**src/rtl/mdm_pkg.sv**
```systemverilog
package mdm_pkg;
   // Line positions inside the line vector and the status nibbles.
   localparam int unsigned LINE_CTS = 0;
   localparam int unsigned LINE_DSR = 1;
   localparam int unsigned LINE_RI  = 2;
   localparam int unsigned LINE_CD  = 3;
   localparam int unsigned LINE_CNT = 4;

   // Position of the modem-interrupt enable inside the enable byte.
   localparam int unsigned IEN_MODEM_BIT = 3;
   localparam int unsigned IEN_WIDTH     = 8;

   typedef logic [LINE_CNT-1:0] line_vec_t;
endpackage

```
**src/rtl/mdm_sync.sv**
```systemverilog
module mdm_sync #(
   parameter int unsigned WIDTH   = 4,
   parameter int unsigned STAGES  = 2,
   parameter logic [WIDTH-1:0] RST_VAL = '1
) (
   input  logic             clk,
   input  logic             rst_n,
   input  logic [WIDTH-1:0] d_i,
   output logic [WIDTH-1:0] q_o
);
   if (STAGES < 2) begin : g_bad_stages
      $error("mdm_sync: STAGES must be at least 2");
   end
   if (WIDTH < 1) begin : g_bad_width
      $error("mdm_sync: WIDTH must be at least 1");
   end

   logic [WIDTH-1:0] stg_q [STAGES];

   for (genvar s = 0; s < STAGES; s++) begin : g_stage
      if (s == 0) begin : g_first
         always_ff @(posedge clk or negedge rst_n) begin
            if (!rst_n) stg_q[s] <= RST_VAL;
            else        stg_q[s] <= d_i;
         end
      end else begin : g_next
         always_ff @(posedge clk or negedge rst_n) begin
            if (!rst_n) stg_q[s] <= RST_VAL;
            else        stg_q[s] <= stg_q[s-1];
         end
      end
   end

   assign q_o = stg_q[STAGES-1];
endmodule

```
**src/rtl/mdm_delta_latch.sv**
```systemverilog
module mdm_delta_latch #(
   parameter logic IDLE_LVL = 1'b1
) (
   input  logic clk,
   input  logic rst_n,
   input  logic lvl_i,
   input  logic clr_i,
   output logic delta_o
);
   logic last_q;
   logic flag_q;
   logic moved;

   assign moved = lvl_i ^ last_q;

   always_ff @(posedge clk or negedge rst_n) begin
      if (!rst_n) begin
         last_q <= IDLE_LVL;
         flag_q <= 1'b0;
      end else begin
         last_q <= lvl_i;
         // a fresh move wins over a clear in the same cycle
         flag_q <= (flag_q & ~clr_i) | moved;
      end
   end

   assign delta_o = flag_q;
endmodule

```
**src/rtl/mdm_irq_gen.sv**
```systemverilog
module mdm_irq_gen #(
   parameter int unsigned FLAGS  = 4,
   parameter int unsigned IEN_W  = 8,
   parameter int unsigned EN_BIT = 3
) (
   input  logic [FLAGS-1:0] flag_i,
   input  logic [IEN_W-1:0] ien_i,
   output logic             irq_o
);
   if (EN_BIT >= IEN_W) begin : g_bad_bit
      $error("mdm_irq_gen: EN_BIT outside enable byte");
   end

   assign irq_o = (|flag_i) & ien_i[EN_BIT];
endmodule

```
**src/rtl/mdm_delta_tracker.sv**
```systemverilog
module mdm_delta_tracker #(
   parameter int unsigned NUM_LINES   = mdm_pkg::LINE_CNT,
   parameter int unsigned SYNC_STAGES = 2,
   parameter int unsigned IEN_W       = mdm_pkg::IEN_WIDTH,
   parameter int unsigned IEN_BIT     = mdm_pkg::IEN_MODEM_BIT
) (
   input  logic                   clk,
   input  logic                   rst_n,
   input  logic [NUM_LINES-1:0]   line_n_i,
   input  logic                   stat_rd_i,
   input  logic [IEN_W-1:0]       ien_i,
   output logic [2*NUM_LINES-1:0] stat_o,
   output logic                   irq_o
);
   localparam int unsigned STAT_W = 2 * NUM_LINES;

   if (NUM_LINES < 1) begin : g_bad_lines
      $error("mdm_delta_tracker: NUM_LINES must be at least 1");
   end

   logic [NUM_LINES-1:0] line_sync_n;
   logic [NUM_LINES-1:0] delta;

   mdm_sync #(
      .WIDTH   (NUM_LINES),
      .STAGES  (SYNC_STAGES),
      .RST_VAL ({NUM_LINES{1'b1}})
   ) u_sync (
      .clk   (clk),
      .rst_n (rst_n),
      .d_i   (line_n_i),
      .q_o   (line_sync_n)
   );

   for (genvar i = 0; i < NUM_LINES; i++) begin : g_line
      mdm_delta_latch #(
         .IDLE_LVL (1'b1)
      ) u_latch (
         .clk     (clk),
         .rst_n   (rst_n),
         .lvl_i   (line_sync_n[i]),
         .clr_i   (stat_rd_i),
         .delta_o (delta[i])
      );
   end

   mdm_irq_gen #(
      .FLAGS  (NUM_LINES),
      .IEN_W  (IEN_W),
      .EN_BIT (IEN_BIT)
   ) u_irq (
      .flag_i (delta),
      .ien_i  (ien_i),
      .irq_o  (irq_o)
   );

   assign stat_o[STAT_W-1:NUM_LINES] = ~line_sync_n;
   assign stat_o[NUM_LINES-1:0]      = delta;
endmodule

```
**config.mk**
```make
export PLATFORM = sky130hd
export DESIGN_NAME = mdm_delta_tracker
export DESIGN_NICKNAME = d
export VERILOG_FILES = /design/src/rtl/mdm_pkg.sv /design/src/rtl/mdm_sync.sv /design/src/rtl/mdm_delta_latch.sv /design/src/rtl/mdm_irq_gen.sv /design/src/rtl/mdm_delta_tracker.sv
export SDC_FILE = /design/constraint.sdc
export NUM_CORES = 1
export LEC_CHECK = 0
export BUFFER_PORTS_ARGS = -buffer_cell sky130_fd_sc_hd__buf_2
export CAP_MARGIN = 25
export CORE_AREA = 10 10 47 49
export CTS_BUF_LIST = sky130_fd_sc_hd__clkbuf_8
export DETAILED_ROUTE_END_ITERATION = 10
export DIE_AREA = 0 0 57 59
export HOLD_SLACK_MARGIN = 0.1
export PLACE_DENSITY = 0.73
export SLEW_MARGIN = 30
export SYNTH_ARGS = -nofsm -noshare
export SYNTH_HDL_FRONTEND = slang
export SYNTH_SLANG_ARGS = --single-unit
export TNS_END_PERCENT = 10
```
**constraint.sdc**
```tcl
create_clock -name clk -period 3.4 [get_ports clk]
set_clock_uncertainty 0.05 [all_clocks]
set_input_delay 1.02 -clock clk [delete_from_list [all_inputs] [get_ports clk]]
set_output_delay 1.02 -clock clk [all_outputs]
set_load 0.02 [all_outputs]
```
# Yosys cells after proc, flatten, opt, wreduce, memory -nomap -nowiden
# Index checks and enable logic that the tools add are counted.
[op_classes]
bitwise = 15
n_reduce_logical = 1
[op_table]
columns = ["operator", "count"]
rows = [
  ["$and 1x1->1", 5],
  ["$not 4->4", 1],
  ["$or 1x1->1", 4],
  ["$reduce_or 4->1", 1],
  ["$xor 1x1->1", 4],
  ["$not 1->1", 1],
]
[word_totals]
ff_bits = 16
input_bits = 15
elab_cells = 26

# Longest topological paths before layout
[logic_depth]
ltp_word = 3
depth_mapped = 2
ltp_nobuf = 2

# Cells and area by module
# From an unflattened synthesis, not the netlist that was laid out.
[unflattened]
hier_cells = 37
area_unflattened_um2 = 541.8
[modules_own_cells]
columns = ["mod", "n_inst", "cells_each", "area_per_inst_um2", "seq_area_each_um2"]
rows = [
  ["mdm_delta_latch", 4, 5, 68.8, 51.3],
  ["mdm_sync", 1, 12, 240.2, 210.2],
  ["mdm_delta_tracker", 1, 4, 15.0, 0.0],
  ["mdm_irq_gen", 1, 1, 11.3, 0.0],
]

# Worst setup path after synthesis
# No wires, ideal clock.
[synth_path]
path_kind = "input-to-output"
start = "input ien_i[3]"
end = "output irq_o"
arrival_ns = 1.262
path_slack_ns = 1.068
path_stages = 1
path_buffers = 0
path_cell_list = "o41a_1"
[synth_between]
elab_chain_cells = 1
[synth_lines]
columns = ["element", "line_no", "rtl"]
rows = [
  ["from (decl)", "mdm_delta_tracker.sv:11", "input logic [IEN_W-1:0] ien_i,"],
  ["$and 1x1->1", "mdm_irq_gen.sv:14", "assign irq_o = (|flag_i) & ien_i[EN_BIT];"],
  ["to (decl)", "mdm_delta_tracker.sv:13", "output logic irq_o"],
]
# Every way passes these cells.

# Worst setup path in the final report
# Same ends and word-level chain as after synthesis.

==> impl_metrics.ini <==
[run_status]
run_status = finished, final reports clean

[critical_path]
cell_by_cell_listing_of_the_critical_path = buf_2, o41a_1, buf_2
worstRegToRegCells = 2
cp_class = in2out
cp.required_ns = 2.33
timing.critical_path.from_type = primary input
worstPathBufferInverterCount = 2
crit_path_start = ien_i[3]
cp_slowest_stage_delay_ns = 0.16
reg2reg_from = u_sync.q_o[3]
cpLargestDelayFamily = buffers and inverters
worst-r2r-setup-slack_ns = 2.46
reg2reg_end = g_line[3].u_latch.delta_o
worst_setup_path_end_kind = output port
critical_path.slowest_cell = sky130_fd_sc_hd__buf_2
cp.arrival_ns = 1.39
largest_fanout_on_the_critical_path = 1
path_common_cell = sky130_fd_sc_hd__buf_2

[power_and_ir_drop]
power.switching_uw = 84.3
leakagePower_nw = 0.314
internal_power_of_the_cells_uw = 302
clock_network_fraction_of_total_power = 0.343
ir_worst_vdd_mv = 0.249
p_comb_frac = 0.095
power_switching_share = 0.219
share_seq_of_total_power = 0.562
p_per_area_nw_per_um2 = 591

[yosys]
netlist.top_cell.by_area = sky130_fd_sc_hd__dfstp_2
synth-xor-area-share = 0.0647
synth_fa_ha_area_frac = 0
muxShareOfSynthArea = 0
postSynthCellCount = 37
area_fraction_of_the_dominant_cell_type_after_synthesis = 0.582
share_of_the_yosys_chip_area_belonging_to_registers = 0.767
synth.distinct_cells = 7
compound_gate_portion_of_the_synthesized_area = 0.0577
synth_seq_cells = 16
avgSynthCellArea_sq_um = 14.6
synth_warnings = 0
combinational_family_with_the_most_area_after_synthesis = buffers and inverters
syn_area_sq_um = 542
post_synth_main_area_contributors = sky130_fd_sc_hd__dfstp_2 58%, sky130_fd_sc_hd__dfrtp_1 18%, sky130_fd_sc_hd__xnor2_1 6.5%, sky130_fd_sc_hd__buf_4 5.5%, sky130_fd_sc_hd__inv_1 5.5%
synth-simple-area-share = 0
postSynthNetCount = 52

[hold_path]
worstHoldPathCells = 0
hp_class = reg2reg
worst_hold_path.endpoint = u_sync.q_o[0]
timing.hold.worst.start = u_sync.stg_q[4]

[layout]
syn_to_final_growth_pct = 20.6
layout_commonest_cell = sky130_fd_sc_hd__buf_2
post_route_cells_drive_above_1_share = 0.596
most-common-layout-cells = 16 x sky130_fd_sc_hd__buf_2, 12 x sky130_fd_sc_hd__dfstp_2, 8 x sky130_fd_sc_hd__inv_1
num_antenna_cells = 0
num-nets-final = 69
fill_cells = 135
layoutNonFillerInstCount = 68

[floorplanning]
fp.coreArea_sq_um = 1400
initial_core_util = 0.387
ios = 24
die_span_in_y_um = 59
fp.dieW_um = 57
design.die.area_sq_um = 3360
placement_rows = 14

[timing]
min_period_over_period = 0.724
tightestPinTransition_ns = 0.327
final.min_clock_period_ns = 2.46
worst_slew_slack_as_a_fraction_of_its_limit = 0.782
tns_ns = 0
rsz0062_at_grt = false
finalMaxSlewViolations = 0
fmaxAchievable_mhz = 406
final-setup-viol-count = 0
timing_hold_violations_final = 0

[global_route]
tot_gr_track_use = 0.0575
first_global_vias = 348
grt_pass1_wl_um = 1510
number_of_antenna_violations_at_the_first_check_in_global_routing = 0
globalRoute.totalOverflow = 0
grt_max_degree = 17

[cts]
tritoncts.num_buffers = 3
hold_buffers = 0
clock_sinks = 16
post_cts.repair.setup_buffers = 0
clock_tree.htree_level_count = 1
clock_tree_from_tritoncts = built
clk-insertion-delay-late_ns = 0.24
clkSlewWorstSetupHoldPaths_ns = 0.05
cts-root-buf = sky130_fd_sc_hd__clkbuf_8
ctsResizeCount = 0
cts.path.max_buffers = 2

[route]
num_vias = 286
drc = 0
first_pass_iters = 2
post_drt_via_cell_ratio = 4.21
final_antenna_net_count = 0
wl_um = 790
detailedRoute.firstIterationViolations = 2
wl_per_cell_um = 11.6

[place]
routabilityCongestion = 0.615
placedCellCount = 65
port-buffer-count = 16

[run]
maxCapViolations = 0
[power by group through the flow]
stage	logic [mW]	clock network, mW	registers [mW]
2_1_floorplan	0.0279	0	0.218
5_1_grt	0.0417	0.150	0.219
4_1_cts	0.0379	0.138	0.217
6_report	0.0368	0.132	0.217
3_5_place_dp	0.0377	0	0.220
3_3_place_gp	0.0372	0	0.219
[logic make-up after synthesis]
kind of cell | count (synthesis)
buf+inv | 12
xor+xnor | 4
compound gates | 5
flops | 16
[layout make-up]
class                           instances  area, sq um  area share
Tap cell                               16         20.0      0.0307
Multi-Input combinational cell          9         66.3       0.102
Inverter                                8         30.0      0.0460
Timing Repair Buffer                   16         80.1       0.123
Clock buffer                            3         41.3      0.0632
Sequential cell                        16          415       0.636
[worst reg2reg max path: cells and delay by family (launching register included)]
family          cells  cell delay [ns]
compound gates      1             0.10
xor+xnor            1             0.11
flops               1             0.55
[synth_stat cells (all sizes together)]
master	count
dfrtp	4
xnor2	4
o21ai	4
buf	4
inv	8
dfstp	12
o41a	1
[worst max-delay path by stage]
| stage | to | slack [ns] | depth (start not counted) |
|---|---|---|---|
| finish | irq_o | 0.94 | 3 |
| global route | irq_o | 0.92 | 3 |
| CTS | irq_o | 0.93 | 3 |
| detailed placement | irq_o | 0.94 | 3 |
| global placement | irq_o | 0.96 | 3 |
| floorplan | irq_o | 1.07 | 1 |
[per-layer routing]
layer | routed length [um] | track usage | vias up | share of wire
met5 | 0 | 0 | - | 0
met4 | 12 | 0.0403 | 0 | 0.015
met3 | 108 | 0.0472 | 2 | 0.14
met2 | 324 | 0.0682 | 17 | 0.41
met1 | 343 | 0.0657 | 130 | 0.43
li1 | - | - | 137 | -
[stage by stage]
step	util	setup slack, ns	power, mW	instance area [sq um]	hold WS, ns
after floorplan	-	1.07	0.246	542	0.295
after global placement	0.437	0.961	0.256	612	0.295
after detailed placement	0.437	0.944	0.258	612	0.297
after CTS	0.466	0.935	0.393	653	0.305
after global routing	0.466	0.919	0.410	653	0.308
final	0.466	0.940	0.386	653	0.304
[registers in the layout, indices dropped and copies added (netlist names)]
register,cells
u_sync.stg_q,4
g_line.u_latch.last_q,4
u_sync.q_o,4
g_line.u_latch.delta_o,4
No activity file was read; power rests on OpenSTA's default activity.
